--- src/rtl/fec_pkg.sv ---
package fec_pkg;
    localparam logic [7:0] OP_WREN  = 8'h06;
    localparam logic [7:0] OP_SE3   = 8'hD8;
    localparam logic [7:0] OP_SE4   = 8'hDC;
    localparam logic [7:0] OP_BE_A  = 8'h60;
    localparam logic [7:0] OP_BE_B  = 8'hC7;
    localparam int SECT_LSB = 18;   // 256 KiB sector boundary

    typedef enum logic [1:0] {
        ST_IDLE      = 2'd0,
        ST_SECT_BUSY = 2'd1,
        ST_BULK_BUSY = 2'd2
    } fec_state_e;
endpackage

--- src/rtl/fec_spi_rx.sv ---
module fec_spi_rx (
    input  logic        clk,
    input  logic        rst_n,
    input  logic        sck,
    input  logic        cs_n,
    input  logic        si,
    output logic [5:0]  bit_cnt,
    output logic [7:0]  opcode,
    output logic [31:0] shift_q,
    output logic        cs_rise
);
    logic sck_q;
    logic cs_q;

    always_ff @(posedge clk or negedge rst_n) begin
        if (!rst_n) begin
            sck_q   <= 1'b0;
            cs_q    <= 1'b1;
            bit_cnt <= '0;
            opcode  <= '0;
            shift_q <= '0;
        end else begin
            sck_q <= sck;
            cs_q  <= cs_n;
            if (cs_n) begin
                bit_cnt <= '0;
            end else if (sck && !sck_q) begin
                shift_q <= {shift_q[30:0], si};
                if (bit_cnt != 6'h3F) bit_cnt <= bit_cnt + 6'd1;
                if (bit_cnt == 6'd7)  opcode  <= {shift_q[6:0], si};
            end
        end
    end

    assign cs_rise = cs_n && !cs_q;
endmodule

--- src/rtl/fec_protect.sv ---
module fec_protect #(
    parameter int N_SECT = 64,
    parameter int IDX_W  = $clog2(N_SECT)
) (
    input  logic [2:0]        bp_range,
    input  logic [N_SECT-1:0] ppb_lock,
    input  logic [N_SECT-1:0] dyb_lock,
    input  logic [IDX_W-1:0]  idx,
    output logic              sect_blocked,
    output logic              bp_clear
);
    localparam logic [IDX_W:0] NS = (IDX_W+1)'(N_SECT);
    logic [IDX_W:0] prot_cnt;

    always_comb begin
        if (bp_range == 3'd0)      prot_cnt = '0;
        else if (bp_range == 3'd7) prot_cnt = NS;
        else                       prot_cnt = NS >> (3'd7 - bp_range);
    end

    assign sect_blocked = ({1'b0, idx} >= (NS - prot_cnt)) || ppb_lock[idx] || dyb_lock[idx];
    assign bp_clear     = (bp_range == 3'd0);
endmodule

--- src/rtl/fec_erase_fsm.sv ---
module fec_erase_fsm
    import fec_pkg::*;
#(
    parameter int N_SECT   = 64,
    parameter int IDX_W    = $clog2(N_SECT),
    parameter int SECT_CYC = 50,
    parameter int BULK_CYC = 200,
    parameter int TMR_W    = $clog2(BULK_CYC + 1)
) (
    input  logic              clk,
    input  logic              rst_n,
    input  logic              cs_rise,
    input  logic [5:0]        bit_cnt,
    input  logic [7:0]        opcode,
    input  logic              addr4_mode,
    input  logic [IDX_W-1:0]  idx_in,
    input  logic              sect_blocked,
    input  logic              bp_clear,
    input  logic [N_SECT-1:0] lock_any,
    output logic              sect_stb,
    output logic [IDX_W-1:0]  sect_idx,
    output logic              bulk_stb,
    output logic [N_SECT-1:0] bulk_skip,
    output logic              busy,
    output logic              wel,
    output logic              err
);
    localparam logic [TMR_W-1:0] SECT_LOAD = TMR_W'(SECT_CYC - 1);
    localparam logic [TMR_W-1:0] BULK_LOAD = TMR_W'(BULK_CYC - 1);

    fec_state_e state, state_nx;
    logic [TMR_W-1:0] tmr;
    logic is_wren, is_se, is_be, go_se, go_be;

    assign is_wren = (opcode == OP_WREN) && (bit_cnt == 6'd8);
    assign is_se   = ((opcode == OP_SE3) && (bit_cnt == (addr4_mode ? 6'd40 : 6'd32)))
                  || ((opcode == OP_SE4) && (bit_cnt == 6'd40));
    assign is_be   = ((opcode == OP_BE_A) || (opcode == OP_BE_B)) && (bit_cnt == 6'd8);
    assign go_se   = cs_rise && wel && is_se && !sect_blocked;
    assign go_be   = cs_rise && wel && is_be && bp_clear;

    always_comb begin
        state_nx = state;
        unique case (state)
            ST_IDLE: begin
                if (go_se)      state_nx = ST_SECT_BUSY;
                else if (go_be) state_nx = ST_BULK_BUSY;
            end
            ST_SECT_BUSY, ST_BULK_BUSY: begin
                if (tmr == '0) state_nx = ST_IDLE;
            end
            default: state_nx = ST_IDLE;
        endcase
    end

    always_ff @(posedge clk or negedge rst_n) begin
        if (!rst_n) state <= ST_IDLE;
        else        state <= state_nx;
    end

    always_ff @(posedge clk or negedge rst_n) begin
        if (!rst_n) begin
            tmr       <= '0;
            sect_stb  <= 1'b0;
            bulk_stb  <= 1'b0;
            sect_idx  <= '0;
            bulk_skip <= '0;
            wel       <= 1'b0;
            err       <= 1'b0;
        end else begin
            sect_stb <= 1'b0;
            bulk_stb <= 1'b0;
            unique case (state)
                ST_IDLE: begin
                    if (cs_rise) begin
                        if (is_wren) begin
                            wel <= 1'b1;
                        end else if (wel && is_se) begin
                            if (sect_blocked) begin
                                err <= 1'b1;
                                wel <= 1'b0;
                            end else begin
                                err      <= 1'b0;
                                sect_stb <= 1'b1;
                                sect_idx <= idx_in;
                                tmr      <= SECT_LOAD;
                            end
                        end else if (wel && is_be) begin
                            if (!bp_clear) begin
                                wel <= 1'b0;
                            end else begin
                                err       <= 1'b0;
                                bulk_stb  <= 1'b1;
                                bulk_skip <= lock_any;
                                tmr       <= BULK_LOAD;
                            end
                        end
                    end
                end
                ST_SECT_BUSY, ST_BULK_BUSY: begin
                    if (tmr == '0) wel <= 1'b0;
                    else           tmr <= tmr - 1'b1;
                end
                default: ;
            endcase
        end
    end

    assign busy = (state != ST_IDLE);
endmodule

--- src/rtl/flash_erase_ctrl.sv ---
module flash_erase_ctrl #(
    parameter int N_SECT   = 64,
    parameter int SECT_CYC = 50,
    parameter int BULK_CYC = 200,
    parameter int IDX_W    = $clog2(N_SECT)
) (
    input  logic              clk,
    input  logic              rst_n,
    input  logic              sck,
    input  logic              cs_n,
    input  logic              si,
    input  logic              addr4_mode,
    input  logic [2:0]        bp_range,
    input  logic [N_SECT-1:0] ppb_lock,
    input  logic [N_SECT-1:0] dyb_lock,
    output logic              sect_stb,
    output logic [IDX_W-1:0]  sect_idx,
    output logic              bulk_stb,
    output logic [N_SECT-1:0] bulk_skip,
    output logic              busy,
    output logic              wel,
    output logic              err
);
    localparam int IDX_LSB = fec_pkg::SECT_LSB;

    logic [5:0]       bit_cnt;
    logic [7:0]       opcode;
    logic [31:0]      shift_q;
    logic             cs_rise;
    logic             sect_blocked;
    logic             bp_clear;
    logic [IDX_W-1:0] idx_in;

    assign idx_in = shift_q[IDX_LSB +: IDX_W];

    fec_spi_rx u_rx (
        .clk(clk), .rst_n(rst_n), .sck(sck), .cs_n(cs_n), .si(si),
        .bit_cnt(bit_cnt), .opcode(opcode), .shift_q(shift_q), .cs_rise(cs_rise)
    );

    fec_protect #(.N_SECT(N_SECT), .IDX_W(IDX_W)) u_prot (
        .bp_range(bp_range), .ppb_lock(ppb_lock), .dyb_lock(dyb_lock),
        .idx(idx_in), .sect_blocked(sect_blocked), .bp_clear(bp_clear)
    );

    fec_erase_fsm #(
        .N_SECT(N_SECT), .IDX_W(IDX_W), .SECT_CYC(SECT_CYC), .BULK_CYC(BULK_CYC)
    ) u_fsm (
        .clk(clk), .rst_n(rst_n), .cs_rise(cs_rise), .bit_cnt(bit_cnt),
        .opcode(opcode), .addr4_mode(addr4_mode), .idx_in(idx_in),
        .sect_blocked(sect_blocked), .bp_clear(bp_clear),
        .lock_any(ppb_lock | dyb_lock),
        .sect_stb(sect_stb), .sect_idx(sect_idx), .bulk_stb(bulk_stb),
        .bulk_skip(bulk_skip), .busy(busy), .wel(wel), .err(err)
    );
endmodule

--- config.mk ---
export PLATFORM = sky130hd
export DESIGN_NAME = flash_erase_ctrl
export DESIGN_NICKNAME = d
export VERILOG_FILES = /design/src/rtl/fec_pkg.sv /design/src/rtl/fec_spi_rx.sv /design/src/rtl/fec_protect.sv /design/src/rtl/fec_erase_fsm.sv /design/src/rtl/flash_erase_ctrl.sv
export SDC_FILE = /design/constraint.sdc
export NUM_CORES = 1
export LEC_CHECK = 0
export ABC_AREA = 1
export BUFFER_PORTS_ARGS = -buffer_cell sky130_fd_sc_hd__buf_2
export CORE_MARGIN = 3
export CORE_UTILIZATION = 45
export CTS_BUF_LIST = sky130_fd_sc_hd__clkbuf_8 sky130_fd_sc_hd__clkbuf_16
export DETAILED_ROUTE_END_ITERATION = 8
export GPL_TIMING_DRIVEN = 0
export PLACE_DENSITY = 0.85
export SETUP_SLACK_MARGIN = 0.02
export SYNTH_ARGS = -nofsm -noshare
export SYNTH_HDL_FRONTEND = slang
export SYNTH_SLANG_ARGS = --single-unit
--- constraint.sdc ---
create_clock -name clk -period 1.8 [get_ports clk]
set_input_delay 0.36 -clock clk [delete_from_list [all_inputs] [get_ports clk]]
set_output_delay 0.36 -clock clk [all_outputs]
set_load 0.05 [all_outputs]
**Word-level counts from Yosys, hierarchy flattened**

Cells that the tools add are included.

- Multiplexer cells: 45
- Eq/ne operators: 24
- Reduce and logical (&&, ||, !) cells: 39
- Bitwise operators: 5
- Magnitude comparators: 2
- Shifts and indexed selects: 1
- Add/subtract/negate cells: 4

Operators with widths:

| operator | number |
|---|---|
| 64-bit bitwise OR | 1 |
| 8-bit 2-to-1 mux | 7 |
| 8-bit equality test, second input constant | 3 |
| 1-bit 2-to-1 mux | 24 |
| 6-bit 2-to-1 mux | 3 |
| 8-bit one-hot mux with 2 select lines | 1 |
| 7-bit 2-to-1 mux | 2 |
| 1-bit logical AND | 13 |
| 1-bit binary-select mux with 6-bit select | 2 |
| 6-bit AND reduction | 2 |
| 2-bit nonzero test | 6 |
| 5-bit AND reduction | 2 |
| 3-bit by 1-bit != test with 1-bit output, second input constant | 3 |
| 8-bit by 3-bit equality test with 1-bit output, second input constant | 1 |
| 8-bit by 7-bit equality test with 1-bit output, second input constant | 1 |
| 8-bit logical NOT | 1 |
| 8-bit by 1-bit subtractor with 8-bit output, second input constant | 1 |
| 6-bit by 7-bit greater-or-equal comparator with 1-bit output | 1 |
| 6-bit by 7-bit less-than comparator with 1-bit output, second input constant | 1 |
| 7-bit AND reduction | 1 |
| 7-bit by 3-bit >> shifter with 7-bit output, first input constant | 1 |
| 7-bit subtractor, first input constant | 1 |
| 6-bit by 1-bit adder with 6-bit output, second input constant | 1 |
| 6-bit by 3-bit equality test with 1-bit output, second input constant | 1 |
| other kinds (26) | 40 |

- Bits in registers: 124
- Output and inout port bits: 75
- Word-level logic and storage cells: 133

**Longest topological paths before layout**

Gate-level depths: netlist (run 1).

- Depth in word-level cells: 13
- Depth in mapped cells: 18
- Mapped depth without buffers: 16

**By module**

Synthesis (run 1) repeated with hierarchy kept, for this count alone.

- Cells, all modules: 1218
- Area, all modules: 7983.9 um^2

By module, submodules not included:

| module | area each (um^2) | times used | cells each |
|---|---|---|---|
| fec_erase_fsm | 3849.9 | 1 | 478 |
| fec_spi_rx | 1976.9 | 1 | 226 |
| fec_protect | 1436.4 | 1 | 322 |
| flash_erase_ctrl | 720.7 | 1 | 192 |

**Least setup slack after synthesis (run 1)**

OpenSTA, ideal clock, no wires.

- Path kind: input port to flip-flop
- Start point: input port bp_range[1]
- End point: register u_fsm.tmr[4]
- Slack: -633 ps
- Stages: 15
- Arrival: 2315 ps
- Path buffers: 0
- Cells stage by stage: nor3_1 inv_1 ha_1 xnor2_1 ha_1 a21oi_1 o21ai_0 nand4_1 o211ai_1 nor2_1 nand2_1 nand2_2 nand3_4 nand2_1 nand2_1

- Word-level cells in the longest chain between the ends: 10
- Elaborated cells on any way between the ends: 13
- Classes of those cells: add/sub: 2; order compare: 1; eq/ne: 3; shift: 1; mux: 2; reduce/logical: 4

Ends and longest elaborated chain:

| what | RTL line | source |
|---|---|---|
| from (decl) | flash_erase_ctrl.sv:13 | `input logic [2:0] bp_range,` |
| 3-bit subtractor | fec_protect.sv:18 | `else prot_cnt = NS >> (3'd7 - bp_range);` |
| 7-bit by 3-bit >> shifter with 7-bit output | fec_protect.sv:18 |  |
| 7-bit 2-to-1 mux | fec_protect.sv:17 | `else if (bp_range == 3'd7) prot_cnt = NS;` |
| 7-bit 2-to-1 mux | fec_protect.sv:16 | `if (bp_range == 3'd0) prot_cnt = '0;` |
| 7-bit subtractor | fec_protect.sv:21 | `assign sect_blocked = ({1'b0, idx} >= (NS - prot_cnt)) \|\| ppb_lock[idx] \|\| dyb_lock[idx];` |
| 6-bit by 7-bit greater-or-equal comparator with 1-bit output | fec_protect.sv:21 |  |
| 1-bit logical OR (2 in a row) | fec_protect.sv:21 |  |
| 3-bit != test (no line) | n/a |  |
| 7-bit AND reduction (no line) (*) | n/a |  |
| to (signal assigned) | fec_erase_fsm.sv:102 | `else tmr <= tmr - 1'b1;` |
| to (decl) | fec_erase_fsm.sv:32 | `logic [TMR_W-1:0] tmr;` |

Every way passes the cells marked *; elsewhere a longest branch is shown, timed or not.
A chain may end at the register's enable or synchronous reset.

**Final worst setup path (run 1)**

- Start point: input port bp_range[0]
- End point: register u_fsm.sect_idx[3]

- Word-level cells in the longest chain between the ends: 10
- Elaborated cells on any way between the ends: 12
- Classes of those cells: add/sub: 2; order compare: 1; eq/ne: 1; shift: 1; mux: 2; bitwise: 1; reduce/logical: 4

Ends and longest elaborated chain:

| what | RTL line | source |
|---|---|---|
| 3-bit subtractor | fec_protect.sv:18 |  |
| 7-bit by 3-bit >> shifter with 7-bit output | fec_protect.sv:18 |  |
| 7-bit 2-to-1 mux | fec_protect.sv:17 |  |
| 7-bit 2-to-1 mux (*) | fec_protect.sv:16 |  |
| 7-bit subtractor (*) | fec_protect.sv:21 |  |
| 6-bit by 7-bit greater-or-equal comparator with 1-bit output (*) | fec_protect.sv:21 |  |
| 1-bit logical OR (*) (2 in a row) | fec_protect.sv:21 |  |
| 1-bit inverter (no line) (*) | n/a |  |
| 5-bit AND reduction (no line) (*) | n/a |  |
| to (signal assigned) | fec_erase_fsm.sv:85 | `sect_idx <= idx_in;` |
| to (decl) | fec_erase_fsm.sv:21 | `output logic [IDX_W-1:0] sect_idx,` |

Marked as above.

==> metrics.txt, run 1 <==
period utilization 1.284; delay of the slowest cell on the worst path 450 ps; CTS sink count 124; Clock Latency Late Sink approximately 440 ps; worst vdd ir 0.7002 mV; DRT Wirelength 27420 um; net count after synthesis 1051; DIE WIDTH ~130 um; DR WL/cell 19.76 um; GR Util All Layers 0.2874; DRT iter0 DRCs 1068; Buffers on Ports 211; CTS tree done; Ys Warns 0; Core Util, Final 0.7165; DRC violations left 0; root buf cell clkbuf_16; pin count of the biggest net entering global routing 69; status finished with violations; post-route clock skew 13.07 ps; CP arrival roughly 2600 ps; Starting Density 0.4700; post-synth top area cell dfrtp_1; Setup violations, final 87; number of global-route vias before repair 7549; final net count 1342; gr ovfl total 0; post-route ant nets 0; Syn Area/Cell 7.402 sq um; Worst-path clk slew 60 ps; Max Fanout on Critical Path 8; Detailed Routing Iterations Pass 1 6; P_leak 0.005303 uW; dpl hpwl about 16000 um; Critical Path RT about 2100 ps; layout cell share with drive strength beyond 1 0.4138; Syn-to-layout area delta 52.44%; crit-path cells buf_12 -> buf_4 -> nor3_2 -> inv_1 -> nand2_1 -> ha_1 -> inv_1 -> nor2_1 -> nand4_1 -> o211ai_1 -> nor2_2 -> nand2_4 -> inv_6 -> nand3_4 -> nand2_2 -> nand2_1; pwr/cell area 764.3 nW/um^2; initial antenna violation count 2; first-pass GRT wire length 36850 um; slowest CP cell nor3_2; share of the synthesized area in the top cell type 0.4610; critical path class in2reg; Hold WC Path Type in2reg; die height around 130 um; via count 8145; Die ar. between 15000 and 20000 sq um; Synth Instances 902; row cnt 43; Synth Register Bits roughly 120; MaxCap Viol Count 0; Synth area leaders dfrtp_1 (46%), nand2_1 (16%), nor2_1 (6.1%); Slew HR 0.5751; RSZ-0062 raised after global routing yes; Setup WS post-layout -511.4 ps; vias per inst between 5 and 6; failing checks negative setup slack; fill count 915; max-slew violations 0; Post-Syn Area 6676 sq um; crit path time final 2311 ps; Longest Clk Path Bufs 2; crit end category flop; IO Count between 200 and 250; critical path startpoint category primary input; CTS Buf Count 17; routability cong. 0.9137; H-tree depth 4; Final Hold Fails 0; pre-CTS setup slack -963.3 ps; core area 14200 sq um; sequential cell area fraction in the yosys report 0.4650; Max Freq around 0.43 GHz; Synth cell types 38; Worst Tran Pin Value around 640 ps
[metal layers]
layer	up-vias	GRT usage	wire length, um
met1	3797	0.3231	9242
met2	655	0.5099	13580
met4	0	0.1436	1725
met3	181	0.06583	2881
li1	3512	-	-
met5	-	0	0
[placed cells by master, fill, tap and decap left out, types with 3 or more instances in the layout]
| cell type | count |
|---|---|
| nor3_2 | 3 |
| inv_2 | 9 |
| buf_6 | 13 |
| nor2_2 | 4 |
| nor2_1 | 104 |
| nand3_4 | 5 |
| nor3_1 | 6 |
| clkinv_4 | 3 |
| bufinv_16 | 4 |
| nand2_4 | 35 |
| nor3_4 | 3 |
| inv_1 | 73 |
| dfrtp_1 | 121 |
| o21ai_1 | 40 |
| nand2_2 | 47 |
| buf_4 | 45 |
| ha_1 | 8 |
| nand4_1 | 30 |
| nand3_1 | 57 |
| o21ai_0 | 32 |
| a21oi_1 | 5 |
| buf_12 | 7 |
| clkinv_2 | 3 |
| nand2_1 | 211 |
| clkinvlp_4 | 6 |
| clkbuf_16 | 24 |
| nor4_1 | 5 |
| clkbuf_1 | 3 |
| o21ai_2 | 31 |
| clkbuf_2 | 6 |
| buf_2 | 211 |
| ha_4 | 4 |
| nand3_2 | 5 |
| buf_8 | 10 |
[stage by stage]
step | hold slack [ps] | setup TNS, ps | std cells | power, uW | area, sq um
final | 50.47 | -37520 | 1388 | 7779 | 10180
after floorplan | 64.41 | -13880 | 902 | 3466 | 6735
after detailed placement | 357.1 | -47950 | 1294 | 3861 | 8050
after global placement | 453.3 | -190280 | 1293 | 3825 | 8016
after global routing | 57.54 | -43860 | 1388 | 8014 | 10180
after CTS | 47.15 | -19730 | 1364 | 7625 | 9389
[cells in the mapped netlist (all sizes together)]
cell and instances:
xor2 2, ha 12, dfrtp 123, nor4 6, and2 1, nand4 30, o21ai 104, o211ai 2
a22oi 2, nor2 110, inv 85, nand3 67, a31oi 2, a21oi 7, buf 21, or2 2
nand3b 1, nand2 292, dfstp 1, or4 1, nor3 12, o41ai 1, clkinv 1, xnor2 2
mux2 1, clkbuf 14
[critical path: cells and delay by family]
kind                       cells  cell delay (ps)
buffers and inverters          5              570
and+or+nand+nor                9             1340
adders and majority gates      1              240
AOI/OAI and AO/OA              1              100
[registers in the layout, summed over array words and instances, names as in the netlist]
signal           cells
u_rx.sck_q           1
u_rx.bit_cnt         6
u_fsm.sect_idx       6
u_rx.opcode          8
u_fsm.sect_stb       1
u_fsm.bulk_skip     64
u_fsm.bulk_stb       1
u_fsm.wel            1
u_fsm.err            1
u_fsm.state          2
u_rx.cs_q            1
u_rx.shift_q        24
u_fsm.tmr            8
[report_power, final]
group | leakage (uW) | total [uW] | internal (uW) | switching (uW)
Clock | 0.000297 | 3650 | 2310 | 1340
Combinational | 0.00330 | 1150 | 466 | 688
Sequential | 0.00170 | 2970 | 2890 | 81.3
[cell families (layout without fill, tap and decap cells)]
group,after synthesis,in the layout,share of synthesized area
simple gates,522,523,0.3300
buf+inv,121,424,0.07852
xor+xnor,4,4,0.005248
mux,1,1,0.001687
flops,124,124,0.4650
fa+ha+maj,12,12,0.02249
other cells,0,2,0
compound gates,118,118,0.09708
[timing repair]
action,4_1_cts,5_1_grt
setup buffers,31,20
endpoints found under the setup margin,106,112
endpoints found under the hold margin,56,0
cloned,6,4
hold buffers,1,0
resized for setup,118,154
pin swaps,24,30
[final timing paths]
| check | slack [ps] | endpoint | depth (start not counted) | startpoint |
|---|---|---|---|---|
| worst max-delay path | -510 | u_fsm.sect_idx[3] | 16 | bp_range[0] |
| worst min-delay path | 50 | u_rx.sck_q | 1 | sck |
| worst max register to register | -510 | u_fsm.bulk_skip[9] | 9 | u_rx.opcode[0] |
| worst min register to register | 470 | u_rx.shift_q[12] | 2 | u_rx.shift_q[12] |
| max in group asynchronous | 560 | u_rx.cs_q | 3 | rst_n |
| min in group asynchronous | 460 | u_fsm.bulk_skip[21] | 2 | rst_n |
[cell type report]
cell class / count / area [sq um] / share of cell area
Buffer: 34 / 360.3 / 0.03541
Timing Repair Buffer: 272 / 1759 / 0.1729
Tap cell: 180 / 225.2 / 0.02213
Sequential cell: 124 / 3107 / 0.3053
Clock buffer: 17 / 425.4 / 0.04180
Clock inverter: 15 / 198.9 / 0.01955
Antenna cell: 2 / 5.005 / 0.0004918
Inverter: 86 / 344.1 / 0.03381
Multi-Input combinational cell: 658 / 3752 / 0.3687
No activity file was read; power rests on OpenSTA's default activity.
==> run 2: changes to the inputs <==
--- a/config.mk
+++ b/config.mk
@@ -8,11 +8,11 @@
 export ABC_AREA = 1
 export BUFFER_PORTS_ARGS = -buffer_cell sky130_fd_sc_hd__buf_2
 export CORE_MARGIN = 3
-export CORE_UTILIZATION = 45
+export CORE_UTILIZATION = 39
 export CTS_BUF_LIST = sky130_fd_sc_hd__clkbuf_8 sky130_fd_sc_hd__clkbuf_16
 export DETAILED_ROUTE_END_ITERATION = 8
 export GPL_TIMING_DRIVEN = 0
-export PLACE_DENSITY = 0.85
+export PLACE_DENSITY = 0.76
 export SETUP_SLACK_MARGIN = 0.02
 export SYNTH_ARGS = -nofsm -noshare
 export SYNTH_HDL_FRONTEND = slang
==> metrics.txt, run 2 (synthesis gave the netlist of run 1 again) <==
IO Count 212; H-tree depth 4; global route hottest layer met2; CP Buf/Inv Count 2; Hold WC Path Type in2reg; crit-path cells buf_2 -> nand2_1 -> nor2_1 -> nand2_1 -> nand2_1 -> nand2_1 -> nand3_2 -> nand3_2 -> nand2_2 -> nand2_2 -> nand2_4 -> nand2_4 -> inv_6 -> nand3_4 -> nand2_1 -> nand2_1; slowest CP cell dfrtp_1; critical path startpoint category flop; GR Util All Layers 0.2313; CTS tree done; RSZ-0062 raised after global routing yes; Setup violations, final 85; Max Freq 0.4582 GHz; Setup WS post-layout -382.2 ps; Critical Path RT 2110 ps; routability cong. approximately 0.88; failing checks negative setup slack; crit-path leading delay family simple AND/OR/NAND/NOR gates; vias per inst 5.115; crit path time final 2182 ps; status finished with violations; Syn-to-layout area delta 47.79%; critical path class reg2reg; post-route clock skew around 9 ps; hold_sp sck; core area around 17000 sq um; MaxCap Viol Count 0; dpl hpwl between 15000 and 20000 um; commonest non-fill, non-tap cell in the layout nand2_1; Placed Instances 1334; Clock Latency Late Sink 420 ps; DRT Wirelength 22480 um; met2 global-route usage 0.4154; Worst-path clk slew 60 ps; CTS Buf Count 17; delay of the slowest cell on the worst path 440 ps; pin count of the biggest net entering global routing 80; Longest Clk Path Bufs 2; crit end category flop; DRT iter0 DRCs 439; number of global-route vias before repair 6772; met1 usage 0.2741; DRC violations left 0; row cnt 47; period utilization 1.212; final net count roughly 1300; first-pass GRT wire length approximately 34000 um; Detailed Routing Iterations Pass 1 7; pwr/cell area 794.2 nW/um^2; Worst Tran Pin Value 730.4 ps; P_leak 0.005157 uW; DIE WIDTH between 100 and 150 um; most frequent cells in the layout nand2_1 (237), buf_2 (207), dfrtp_1 (119), nor2_1 (103), inv_1 (71); Critical R2R Launch u_rx.shift_q[19]; gr ovfl total 0; Max Fanout on Critical Path 10; top flop regs u_fsm.bulk_skip x64, u_rx.shift_q x24; via count 7284; layout cell share with drive strength beyond 1 0.3805; DR WL/cell 15.79 um; CTS sink count 124; Largest Register u_fsm.bulk_skip; Starting Density 0.4012; Slew HR 0.5125; initial antenna violation count 5; CP most frequent cell nand2_1; Final Hold Fails 0; Buffers on Ports 211; max reg flops 64; worst vdd ir between 0.6 and 0.7 mV; M3 GR Usage 0.04779; CP arrival 2490 ps; root buf cell clkbuf_16; Final Non-Filler Cells around 1400; post-route ant nets 0; setup tns final -20480 ps; Crit. Startpoint u_rx.shift_q[19]; die height 136.8 um; Die ar. 18730 sq um; max-slew violations 0
run 2: cell types whose count changed in the layout (fill, tap and decap cells not counted), sizes merged:
| cell | change |
|---|---|
| clkbuf | -4 |
| clkinvlp | -1 |
| buf | -1 |
| inv | +4 |
| nand3 | +1 |
| diode | +1 |
| clkinv | -4 |
run 2: what timing repair did:
| action | CTS | global route |
|---|---|---|
| pin swaps | 27 | 30 |
| setup buffers | 34 | 19 |
| gates resized for setup | 115 | 91 |
| gates cloned | 5 | 0 |
| setup endpoints to repair | 106 | 111 |
| endpoints found under the hold margin | 45 | 0 |
| hold buffers | 1 | 0 |
run 2: worst reg2reg max path: stages (launching register included):
cell and delay [ps]:
dfrtp_1 440, buf_2 330, nand2_1 100, nor2_1 100
nand2_1 60, nand2_1 90, nand2_1 80, nand3_2 90
nand3_2 70, nand2_2 80, nand2_2 60, nand2_4 100
nand2_4 90, inv_6 100, nand3_4 120, nand2_1 120
nand2_1 50
run 2: area by class of cell:
cell class,count,area [sq um]
Fill cell,1452,6775
Multi-Input combinational cell,659,3548
Sequential cell,124,3109
Timing Repair Buffer,267,1610
Clock buffer,18,439.2
Inverter,86,345.3
Buffer,33,322.8
Tap cell,220,275.3
Clock inverter,14,209.0
Antenna cell,3,7.507
run 2: power by group:
group          internal (uW)  switching, uW
registers               2890           78.9
logic                    477            638
clock network           2390           1360
total                   5760           2080
run 2: metal layers:
layer | up-vias | routed length (um) | share of wire
met5 | - | 21 | 0.00093
met4 | 4 | 509 | 0.023
met3 | 40 | 1599 | 0.071
met2 | 279 | 11570 | 0.51
met1 | 3435 | 8786 | 0.39
li1 | 3526 | - | -
run 2: path summary, 6_finish.rpt:
kind	endpoint	slack, ps	cells past startpoint
min in group asynchronous	u_rx.bit_cnt[4]	440	2
worst max register to register	u_fsm.sect_idx[0]	-380	16
worst min register to register	u_fsm.sect_idx[5]	470	2
max in group asynchronous	u_rx.shift_q[20]	610	3
worst min-delay path	u_rx.sck_q	60	1
worst max-delay path	u_fsm.sect_idx[0]	-380	16
run 2: metrics by stage:
stage	power, uW	cell area [sq um]	hold slack, ps	util	setup slack [ps]
after floorplan	3466	6735	64.41	-	-524.3
after global placement	3833	8066	453.9	0.4847	-1317
after detailed placement	3861	8100	325.3	0.4867	-992.3
after CTS	7755	9458	45.51	0.5683	-338.0
after global routing	8153	9867	49.65	0.5929	-481.3
final	7836	9867	60.25	0.5929	-382.2
